==> src/rtl/pll_ctl_pkg.sv <==
package pll_ctl_pkg;

   typedef enum logic [1:0] {
      RA_CTRL  = 2'd0,
      RA_MODE  = 2'd1,
      RA_RDIV  = 2'd2,
      RA_SPARE = 2'd3
   } reg_addr_e;

   localparam int CTRL_IE   = 7;
   localparam int CTRL_FLAG = 6;
   localparam int CTRL_ON   = 5;
   localparam int CTRL_BCS  = 4;
   localparam int MODE_AUTO = 7;
   localparam int MODE_LOCK = 6;

endpackage

==> src/rtl/pll_ctl_lock_sync.sv <==
module pll_ctl_lock_sync #(
   parameter int STAGES = 2
) (
   input  logic clk,
   input  logic rst_n,
   input  logic lock_in,
   output logic lock_s,
   output logic lock_chg
);
   if (STAGES < 2) begin : g_bad_stages
      $error("pll_ctl_lock_sync: STAGES must be at least 2");
   end

   logic [STAGES-1:0] sr_q;
   logic              prev_q;

   always_ff @(posedge clk or negedge rst_n) begin
      if (!rst_n) begin
         sr_q   <= '0;
         prev_q <= 1'b0;
      end else begin
         sr_q   <= {sr_q[STAGES-2:0], lock_in};
         prev_q <= sr_q[STAGES-1];
      end
   end

   assign lock_s   = sr_q[STAGES-1];
   assign lock_chg = lock_s ^ prev_q;

   // a change pulse only when the synchronised level really moved
   a_r6_chg_on_move: assert property (@(posedge clk) disable iff (!rst_n)
      lock_chg |-> (lock_s != $past(lock_s)));

   // the output level is the value the previous stage held one edge earlier
   a_r6_chain_shift: assert property (@(posedge clk) disable iff (!rst_n)
      (lock_s != $past(lock_s)) |-> (lock_s == $past(sr_q[STAGES-2])));

endmodule

==> src/rtl/pll_ctl_refdiv.sv <==
module pll_ctl_refdiv #(
   parameter int RDS_W = 4
) (
   input  logic             clk,
   input  logic             rst_n,
   input  logic             ref_en,
   input  logic [RDS_W-1:0] rds,
   output logic             tick
);
   if (RDS_W < 1) begin : g_bad_w
      $error("pll_ctl_refdiv: RDS_W must be positive");
   end

   logic [RDS_W-1:0] cnt_q;
   logic [RDS_W-1:0] reload;

   always_comb begin
      if (rds == '0) reload = '0;
      else           reload = rds - 1'b1;
   end

   always_ff @(posedge clk or negedge rst_n) begin
      if (!rst_n) begin
         cnt_q <= '0;
      end else if (ref_en) begin
         if (cnt_q == '0) cnt_q <= reload;
         else             cnt_q <= cnt_q - 1'b1;
      end
   end

   assign tick = ref_en && (cnt_q == '0);

   // between terminal counts the counter steps down by one per strobe
   a_r4_count_down: assert property (@(posedge clk) disable iff (!rst_n)
      (ref_en && cnt_q != '0) |=> (cnt_q == $past(cnt_q) - 1'b1));

   // no strobe, no movement
   a_r4_hold_idle: assert property (@(posedge clk) disable iff (!rst_n)
      !ref_en |=> $stable(cnt_q));

endmodule

==> src/rtl/pll_ctl_regs.sv <==
module pll_ctl_regs
   import pll_ctl_pkg::*;
#(
   parameter int DW    = 8,
   parameter int RDS_W = 4
) (
   input  logic             clk,
   input  logic             rst_n,
   input  logic             wr_en,
   input  logic [1:0]       addr,
   input  logic [DW-1:0]    wdata,
   output logic [DW-1:0]    rdata,
   input  logic             lock_s,
   input  logic             lock_chg,
   output logic [RDS_W-1:0] rds,
   output logic             bcs,
   output logic             irq
);
   if (DW < 8 || RDS_W >= DW) begin : g_bad_w
      $error("pll_ctl_regs: need DW >= 8 and RDS_W < DW");
   end

   reg_addr_e        a;
   logic             ie_q, flag_q, on_q, bcs_q, auto_q;
   logic [RDS_W-1:0] rds_q;
   logic             wr_ctrl, wr_mode, wr_rdiv;

   assign a       = reg_addr_e'(addr);
   assign wr_ctrl = wr_en && (a == RA_CTRL);
   assign wr_mode = wr_en && (a == RA_MODE);
   assign wr_rdiv = wr_en && (a == RA_RDIV);

   always_ff @(posedge clk or negedge rst_n) begin
      if (!rst_n) begin
         ie_q   <= 1'b0;
         on_q   <= 1'b0;
         bcs_q  <= 1'b0;
         auto_q <= 1'b0;
         rds_q  <= RDS_W'(1);
      end else begin
         if (wr_ctrl) begin
            ie_q  <= wdata[CTRL_IE];
            on_q  <= wdata[CTRL_ON];
            bcs_q <= wdata[CTRL_BCS];
         end
         if (wr_mode) auto_q <= wdata[MODE_AUTO];
         if (wr_rdiv && !on_q) rds_q <= wdata[RDS_W-1:0];
      end
   end

   always_ff @(posedge clk or negedge rst_n) begin
      if (!rst_n)                           flag_q <= 1'b0;
      else if (!auto_q)                     flag_q <= 1'b0;
      else if (lock_chg)                    flag_q <= 1'b1;
      else if (wr_ctrl && wdata[CTRL_FLAG]) flag_q <= 1'b0;
   end

   always_comb begin
      rdata = '0;
      unique case (a)
         RA_CTRL: begin
            rdata[CTRL_IE]   = ie_q;
            rdata[CTRL_FLAG] = flag_q && auto_q;
            rdata[CTRL_ON]   = on_q;
            rdata[CTRL_BCS]  = bcs_q;
         end
         RA_MODE: begin
            rdata[MODE_AUTO] = auto_q;
            rdata[MODE_LOCK] = lock_s;
         end
         RA_RDIV:  rdata[RDS_W-1:0] = rds_q;
         RA_SPARE: rdata = '0;
      endcase
   end

   assign rds = rds_q;
   assign bcs = bcs_q;
   assign irq = ie_q && flag_q && auto_q;

   // the divider field is frozen against writes while the PLL is on
   a_r3_rdiv_protected: assert property (@(posedge clk) disable iff (!rst_n)
      (wr_rdiv && on_q) |=> $stable(rds_q));

   // a lock change beats a same-cycle clear
   a_r9_set_wins: assert property (@(posedge clk) disable iff (!rst_n)
      (auto_q && lock_chg) |=> flag_q);

   // writing one with no competing change clears the flag
   a_r9_w1c: assert property (@(posedge clk) disable iff (!rst_n)
      (auto_q && !lock_chg && wr_ctrl && wdata[CTRL_FLAG]) |=> !flag_q);

   // leaving auto mode empties the flag by the next edge
   a_r8_flag_drops: assert property (@(posedge clk) disable iff (!rst_n)
      !auto_q |=> !flag_q);

endmodule

==> src/rtl/pll_ctl.sv <==
module pll_ctl
   import pll_ctl_pkg::*;
#(
   parameter int DW          = 8,
   parameter int RDS_W       = 4,
   parameter int SYNC_STAGES = 2,
   parameter int VCO_DIV     = 2
) (
   input  logic          clk,
   input  logic          rst_n,
   input  logic          bus_wr,
   input  logic [1:0]    bus_addr,
   input  logic [DW-1:0] bus_wdata,
   output logic [DW-1:0] bus_rdata,
   input  logic          ref_en,
   input  logic          vco_en,
   input  logic          lock_in,
   output logic          div_tick,
   output logic          out_en,
   output logic          irq
);
   if (VCO_DIV < 1) begin : g_bad_div
      $error("pll_ctl: VCO_DIV must be positive");
   end

   localparam int PW = (VCO_DIV > 2) ? $clog2(VCO_DIV) : 1;

   logic             lock_s, lock_chg, bcs_w, vco_tick;
   logic [RDS_W-1:0] rds_w;

   pll_ctl_lock_sync #(.STAGES(SYNC_STAGES)) u_sync (
      .clk(clk), .rst_n(rst_n), .lock_in(lock_in),
      .lock_s(lock_s), .lock_chg(lock_chg));

   pll_ctl_regs #(.DW(DW), .RDS_W(RDS_W)) u_regs (
      .clk(clk), .rst_n(rst_n), .wr_en(bus_wr), .addr(bus_addr),
      .wdata(bus_wdata), .rdata(bus_rdata), .lock_s(lock_s),
      .lock_chg(lock_chg), .rds(rds_w), .bcs(bcs_w), .irq(irq));

   pll_ctl_refdiv #(.RDS_W(RDS_W)) u_div (
      .clk(clk), .rst_n(rst_n), .ref_en(ref_en), .rds(rds_w), .tick(div_tick));

   if (VCO_DIV == 1) begin : g_vco_pass
      assign vco_tick = vco_en;
   end else begin : g_vco_pre
      logic [PW-1:0] pc_q;
      always_ff @(posedge clk or negedge rst_n) begin
         if (!rst_n)      pc_q <= '0;
         else if (vco_en) pc_q <= (pc_q == PW'(VCO_DIV-1)) ? '0 : pc_q + 1'b1;
      end
      assign vco_tick = vco_en && (pc_q == PW'(VCO_DIV-1));
   end

   assign out_en = bcs_w ? vco_tick : ref_en;

   // the divided VCO path never yields two strobes in a row
   a_r10_vco_spaced: assert property (@(posedge clk) disable iff (!rst_n)
      (VCO_DIV > 1 && bcs_w && out_en) |=> (!out_en || !bcs_w));

   // upper bits of the divider register read as zero
   a_r2_upper_zero: assert property (@(posedge clk) disable iff (!rst_n)
      (bus_addr == RA_RDIV) |-> (bus_rdata[DW-1:RDS_W] == '0));

endmodule

==> config.mk <==
export PLATFORM = sky130hd
export DESIGN_NAME = pll_ctl
export DESIGN_NICKNAME = d
export VERILOG_FILES = /design/src/rtl/pll_ctl_pkg.sv /design/src/rtl/pll_ctl_lock_sync.sv /design/src/rtl/pll_ctl_refdiv.sv /design/src/rtl/pll_ctl_regs.sv /design/src/rtl/pll_ctl.sv
export SDC_FILE = /design/constraint.sdc
export NUM_CORES = 1
export LEC_CHECK = 0
export ABC_AREA = 1
export BUFFER_PORTS_ARGS = -buffer_cell sky130_fd_sc_hd__clkbuf_2
export CAP_MARGIN = 10
export CORE_ASPECT_RATIO = 0.9
export CORE_UTILIZATION = 39
export DETAILED_ROUTE_END_ITERATION = 7
export PLACE_DENSITY = 0.7
export SETUP_SLACK_MARGIN = 0.5
export SKIP_CTS_REPAIR_TIMING = 1
export SLEW_MARGIN = 20
export SYNTH_ARGS = -nofsm -noshare
export SYNTH_HDL_FRONTEND = slang
export SYNTH_SLANG_ARGS = --single-unit
==> constraint.sdc <==
create_clock -name clk -period 1.35 [get_ports clk]
set_input_delay 0 -clock clk [delete_from_list [all_inputs] [get_ports clk]]
set_output_delay 0 -clock clk [all_outputs]
set_load 0.05 [all_outputs]
==> qor.yml, run 1 <==
run_status:
  status: "finished, violations left"
  violations: "negative hold slack"
yosys:
  post_synth_num_cell_types: 16
  synth.yosys.seq_area_share_pct: 48.0
  synth.top_cells.by_area: "sky130_fd_sc_hd__dfrtp_1 45%, sky130_fd_sc_hd__nand2_1 11%, sky130_fd_sc_hd__inv_1 7.2%"
  syn_inst: 113
  ys_top_cells_by_count: "26 x sky130_fd_sc_hd__nand2_1, 17 x sky130_fd_sc_hd__inv_1, 16 x sky130_fd_sc_hd__dfrtp_1, 16 x sky130_fd_sc_hd__nor2_1, 11 x sky130_fd_sc_hd__nand3_1"
  yosysMostFrequentCell: "sky130_fd_sc_hd__nand2_1"
  mappedNetlistArea_um2: 888
  post-synth-top-area-cell: "sky130_fd_sc_hd__dfrtp_1"
  area_share_of_the_leading_cell_type_in_the_synthesized_netlist_pct: 45.1
  asyncSetResetFlopFracSynth_pct: 100
  synth_warnings: 0
  syn-mean-instance-area_um2: 7.86
  synth_ff_type: "sky130_fd_sc_hd__dfrtp_1"
  synth-edff-count: 0
  synth-seq-cells: 17
  net_count_after_synthesis: 130
sta:
  worst_slew_pin_slew_ns: 0.422
  clock_skew_ns: 0.00162
  finalCritPeriodShare_pct: 92.7
  finalMaxSlewViolations: 0
  hold_ws_ns: -0.0323
  finalSetupViolCount: 0
  max_clock_freq_mhz: 799
  hold_violations: 1
  final.min_clock_period_ns: 1.25
  grt_setup_unrepaired: "true"
  max-slew-margin-rel_pct: 71.9
finish:
  final_layout_size_suffix_gt1_share_pct: 47.8
  insertedDiodeCount: 0
  final_nets: 177
  utilization_pct: 66.3
  layout-area-overhead-vs-synth_pct: 61.4
power_and_ir_drop:
  power.static_leakage_nw: 0.676
  swShare_pct: 42.4
  power.share.sequential_pct: 36.6
  clkPwrFrac_pct: 12.5
  power.density_cell_area_nw_per_um2: 1510
  power_w: 0.00216
  comb_power_share_pct: 50.9
  max-vdd-ir-drop_v: 0.000776
  power_switching_w: 0.000917
  p_int_w: 0.00125
critical_path:
  critical_path.cell_chain: "inv_2 > ha_4 > nand3_4 > clkinvlp_4 > buf_8"
  critPathKind: "flop to output pin"
  worst_setup_path_end_kind: "output pin"
  setup.worst_path.start_class: "flop"
  largest_fanout_on_the_critical_path: 3
  required_time_worst_endpoint_ns: 1.35
  rrSetupSlack_ns: 0.18
  crit_slowest_cell: "sky130_fd_sc_hd__dfrtp_1"
  cp_data_arrival_time_ns: 1.25
  slowest_delay_ns: 0.41
global_route:
  antenna_found_initial: 0
  grt_pass1_vias: 691
  global_route.usage.total_pct: 15.1
  globalRouteOverflowTotal: 0
  grt_max_degree: 18
  grt_pass1_wl_mm: 2.74
placement:
  hpwlAfterDp_mm: 1.36
  port-buffer-count: 26
  place_congestion: 0.765
die:
  boundaryPins: 27
  starting_density_of_the_core_pct: 41.1
  core.rowCount: 16
  fp.coreArea_um2: 2160
  die_width_um: 52.3
  fp.dieArea_um2: 2470
  die_height_um: 47.3
route:
  antenna_left: 0
  drt-vias-per-instance: 4.83
  totalWireLength_mm: 2.15
  vias: 899
  drc: 0
  first_iter_violations: 9
  detailedRoute.firstPassIterationCount: 5
  detail_route.wl_per_cell_um: 11.6
cts:
  cts_buffers: 3
  ctsLongestPathBuffers: 2
  tritoncts: "built"
  clock_tree.htree_level_count: 1
  cts_sinks: 17
  clkTransAtPathRegs_ns: 0.10
  clock_latency_ns: 0.28
  cts.root.buffer_cell: "sky130_fd_sc_hd__clkbuf_4"
min_path:
  hold_path_class: "input port to flop"
run:
  maxCapViolCount: 0
worst paths after layout:
kind                             endpoint  depth (start not counted)      startpoint
max reg2reg                u_div.cnt_q[2]                          7  u_div.cnt_q[0]
max                              div_tick                          5  u_div.cnt_q[0]
min in group asynchronous  u_div.cnt_q[2]                          2           rst_n
min reg2reg                u_sync.sr_q[1]                          0  u_sync.sr_q[0]
min                           u_regs.on_q                          3    bus_wdata[5]
max in group asynchronous   u_regs.rds[0]                          2           rst_n
cells in the final DEF, fill, tap and decap left out, types with 2 or more instances in the layout:
master	synthesis	routed
sky130_fd_sc_hd__o21ai_2	0	3
sky130_fd_sc_hd__nor2_1	16	7
sky130_fd_sc_hd__nand3_1	11	7
sky130_fd_sc_hd__inv_1	17	7
sky130_fd_sc_hd__a21oi_2	0	2
sky130_fd_sc_hd__buf_8	0	2
sky130_fd_sc_hd__inv_2	2	11
sky130_fd_sc_hd__nand3_4	2	3
sky130_fd_sc_hd__nor2_2	0	3
sky130_fd_sc_hd__nand3_2	0	3
sky130_fd_sc_hd__xor2_1	2	2
sky130_fd_sc_hd__buf_6	0	10
sky130_fd_sc_hd__buf_4	0	6
sky130_fd_sc_hd__dfrtp_1	16	16
sky130_fd_sc_hd__clkbuf_2	0	15
sky130_fd_sc_hd__nor2_4	1	7
sky130_fd_sc_hd__clkbuf_4	0	3
sky130_fd_sc_hd__o21a_1	4	4
sky130_fd_sc_hd__o21ai_0	7	4
sky130_fd_sc_hd__dlygate4sd3_1	0	9
sky130_fd_sc_hd__a21oi_1	5	3
sky130_fd_sc_hd__nand2_1	26	22
sky130_fd_sc_hd__nand2_2	0	3
per-stage QoR:
step / std cells / TNS (ns) / setup slack (ns) / cell area [um^2]
global placement: 166 / 0 / 0.318 / 1140
CTS: 170 / -0.0348 / -0.0348 / 1170
floorplan: 113 / 0 / 0.363 / 978
finish: 186 / 0 / 0.0986 / 1430
global route: 186 / 0 / 0.0488 / 1430
detailed placement: 166 / 0 / 0.287 / 1140
worst max-delay path: cells and delay by family (launching register included):
kind | cells | cell delay [ns]
flip-flops | 1 | 0.41
buffers and inverters | 3 | 0.31
adder cells (fa/ha/maj) | 1 | 0.16
AND/OR/NAND/NOR | 1 | 0.09
routing by layer:
metal	global-route usage [%]	vias up	routed length [um]
met4	4.74	0	41
met5	0	-	0
li1	-	451	-
met1	19.6	420	892
met3	2.91	6	83
met2	25.8	22	1130
state kept, by name (all words and copies together), names as in the netlist:
name / flops
g_vco_pre.pc_q: 1
u_sync.sr_q: 2
u_div.cnt_q: 4
u_regs.bcs: 1
u_sync.prev_q: 1
u_regs.flag_q: 1
u_regs.on_q: 1
u_regs.auto_q: 1
u_regs.rds: 4
u_regs.ie_q: 1
cells by family (layout without fill, tap and decap cells):
logic type	Yosys count	after routing	share of synthesized area, %
AOI/OAI and AO/OA	17	17	10.7
DFF	17	17	48.0
and+or+nand+nor	57	57	29.9
buffers and inverters	19	65	8.03
adders and majority gates	1	1	1.41
xor gates and xnor gates	2	2	1.97
power by group through the flow:
| stage | clock network, W | registers, W | logic [W] |
|---|---|---|---|
| 6_report | 0.000270 | 0.000793 | 0.00110 |
| 5_1_grt | 0.000294 | 0.000813 | 0.00121 |
| 4_1_cts | 0.000275 | 0.000767 | 0.000832 |
| 3_5_place_dp | 0 | 0.000776 | 0.000827 |
| 3_3_place_gp | 0 | 0.000771 | 0.000809 |
| 2_1_floorplan | 0 | 0.000752 | 0.000672 |
cell type report:
cell class | instances | area [um^2]
Timing Repair Buffer | 42 | 353
Multi-Input combinational cell | 77 | 519
Inverter | 19 | 75.1
Sequential cell | 17 | 427
Fill cell | 183 | 728
Clock buffer | 4 | 26.3
Tap cell | 27 | 33.8
Note: power is estimated with default switching activity, not from simulation.
==> run 2, diff against run 1 <==
--- a/config.mk
+++ b/config.mk
@@ -10,6 +10,7 @@
 export CAP_MARGIN = 10
 export CORE_ASPECT_RATIO = 0.9
 export CORE_UTILIZATION = 39
+export CTS_BUF_LIST = sky130_fd_sc_hd__clkbuf_4
 export DETAILED_ROUTE_END_ITERATION = 7
 export PLACE_DENSITY = 0.7
 export SETUP_SLACK_MARGIN = 0.5
==> run 2 against run 1 <==
The flow still finishes with violations (negative hold slack); via count down 0.44%; sequential share of layout area down 0.078 points; die area unchanged; count of clock-buffer cells in the layout unchanged; worst hold slack worse by 0.00076 ns; power up 0.84%; final cell count unchanged; final area up 0.26%; non-clock buffer count unchanged; highest routed layer unchanged.
==> qor.yml, run 2 (synthesis gave the netlist of run 1 again) <==
route:
  vias: 895  # -0.44%
  drc: 0  # unchanged
  drt-vias-per-instance: 4.81  # -0.44%
  detailedRoute.firstPassIterationCount: 7  # +2
  detail_route.wl_per_cell_um: 11.5  # about the same
  first_iter_violations: 9  # unchanged
  antenna_left: 0  # unchanged
  totalWireLength_mm: 2.15  # about the same
global_route:
  globalRouteOverflowTotal: 0  # unchanged
  antenna_found_initial: 0  # unchanged
  grt_pass1_vias: 691  # unchanged
  global_route.usage.total_pct: 15.1  # unchanged
  grt_pass1_wl_mm: 2.74  # unchanged
  grt_max_degree: 18  # unchanged
sta:
  finalSetupViolCount: 0  # unchanged
  final.min_clock_period_ns: 1.25  # -0.00128 ns
  max_clock_freq_mhz: 800  # +0.10%
  finalCritPeriodShare_pct: 92.6  # -0.095 points
  max-slew-margin-rel_pct: 72.0  # +0.12 points
  finalMaxSlewViolations: 0  # unchanged
  worst_slew_pin_slew_ns: 0.420  # -0.00175 ns
  grt_setup_unrepaired: "true"
  hold_violations: 1  # unchanged
  timing.setup.tns_ns: 0  # unchanged
  clock_skew_ns: 0.00303  # +0.00141 ns
  fin_ws_ns: 0.0999  # +0.00128 ns
  hold_ws_ns: -0.0330  # -0.000760 ns
finish:
  final_nets: 177  # unchanged
  stdcell_count: 186  # unchanged
  final_layout_size_suffix_gt1_share_pct: 48.4  # +0.63 points
  layout.cells.most_common: "sky130_fd_sc_hd__nand2_1"
  insertedDiodeCount: 0  # unchanged
  layout.cells.most_common_list: "22 x sky130_fd_sc_hd__nand2_1, 16 x sky130_fd_sc_hd__dfrtp_1, 15 x sky130_fd_sc_hd__clkbuf_2"
  layout-area-overhead-vs-synth_pct: 61.8
die:
  starting_density_of_the_core_pct: 41.1  # unchanged
  die_width_um: 52.3  # unchanged
  core.rowCount: 16  # unchanged
  die_height_um: 47.3  # unchanged
  boundaryPins: 27  # unchanged
  fp.dieArea_um2: 2470  # unchanged
  fp.coreArea_um2: 2160  # unchanged
min_path:
  whs_endpoint: "u_regs.on_q"
  hold_path_class: "input port to flop"
  hp-start: "bus_wdata[5]"
  worstHoldPathCells: 3  # unchanged
placement:
  place_congestion: 0.765  # unchanged
  port-buffer-count: 26  # unchanged
  post-place-ws_ns: 0.287  # unchanged
  hpwlAfterDp_mm: 1.36  # unchanged
  placed_cells: 166  # unchanged
power_and_ir_drop:
  power.density_cell_area_nw_per_um2: 1520  # +0.57%
  max-vdd-ir-drop_v: 0.000778  # +0.28%
  power.static_leakage_nw: 0.680  # +0.51%
critical_path:
  timing.rr.end: "u_div.cnt_q[2]"
  timing.reg2reg.worst_path_depth: 7  # unchanged
  critical_path.cell_chain: "inv_2 > ha_4 > nand3_4 > clkinvlp_4 > buf_8"
  crit_slowest_cell: "sky130_fd_sc_hd__dfrtp_1"
  critPathKind: "flop to output pin"
  largest_fanout_on_the_critical_path: 3  # unchanged
  required_time_worst_endpoint_ns: 1.35  # about the same
  setup.worst_path.start_class: "flop"
  worst_setup_path_end_kind: "output pin"
  worstReg2RegStart: "u_div.cnt_q[0]"
  path_delay_family: "flip-flops"
  rrSetupSlack_ns: 0.18  # about the same
  cp.buffers_inverters: 3  # unchanged
  slowest_delay_ns: 0.41  # about the same
  cp_data_arrival_time_ns: 1.25  # about the same
cts:
  cts_buffers: 3  # unchanged
  clkTransAtPathRegs_ns: 0.10  # about the same
  tritoncts: "built"
  cts_sinks: 17  # unchanged
  clock_latency_ns: 0.28  # about the same
  clock_tree.htree_level_count: 1  # unchanged
  ctsLongestPathBuffers: 2  # unchanged
  cts.root.buffer_cell: "sky130_fd_sc_hd__clkbuf_4"
run:
  maxCapViolCount: 0  # unchanged
run_status:
  violations: "negative hold slack"
  status: "finished, violations left"
run 2: per-layer routing:
metal | share of wire [%] | global-route usage (%) | vias up
met3 | 4.1 | 2.91 | 4
met5 | 0 | 0 | -
met2 | 53 | 25.8 | 25
li1 | - | - | 452
met4 | 1.4 | 4.74 | 0
met1 | 41 | 19.6 | 414
run 2: final cells by class:
cell class	instances	area [um^2]
Clock buffer	4	30.0
Fill cell	181	724
Inverter	19	75.1
Multi-Input combinational cell	77	519
Sequential cell	17	427
Tap cell	27	33.8
Timing Repair Buffer	42	353
run 2: through the flow:
| stage | utilization [%] | instance area (um^2) | total power [W] |
|---|---|---|---|
| 3_5_place_dp | 52.8 | 1140 | 0.00160 |
| 6_report | 66.5 | 1440 | 0.00218 |
| 2_1_floorplan | - | 978 | 0.00142 |
| 4_1_cts | 54.2 | 1170 | 0.00189 |
| 3_3_place_gp | 52.8 | 1140 | 0.00158 |
| 5_1_grt | 66.5 | 1440 | 0.00234 |
run 2: report_power, final:
group	switching [W]	leakage, nW	internal (W)
logic	0.000629	0.466	0.000472
registers	0.000131	0.196	0.000661
clock network	0.000155	0.0184	0.000135
run 2: worst max-delay path by stage:
stage	startpoint	end	slack (ns)	cells after the start
3_3_place_gp	u_div.cnt_q[0]	u_div.cnt_q[2]	0.32	6
4_1_cts	u_div.cnt_q[1]	div_tick	-0.03	5
3_5_place_dp	u_div.cnt_q[1]	u_div.cnt_q[2]	0.29	6
6_report	u_div.cnt_q[0]	div_tick	0.1	5
2_1_floorplan	u_div.cnt_q[0]	u_div.cnt_q[2]	0.36	6
5_1_grt	u_div.cnt_q[0]	div_tick	0.05	5
run 2: worst min-delay path, cell delays in order:
cell	delay, ns
sky130_fd_sc_hd__clkbuf_2	0.08
sky130_fd_sc_hd__nor2_1	0.09
sky130_fd_sc_hd__a21oi_1	0.04
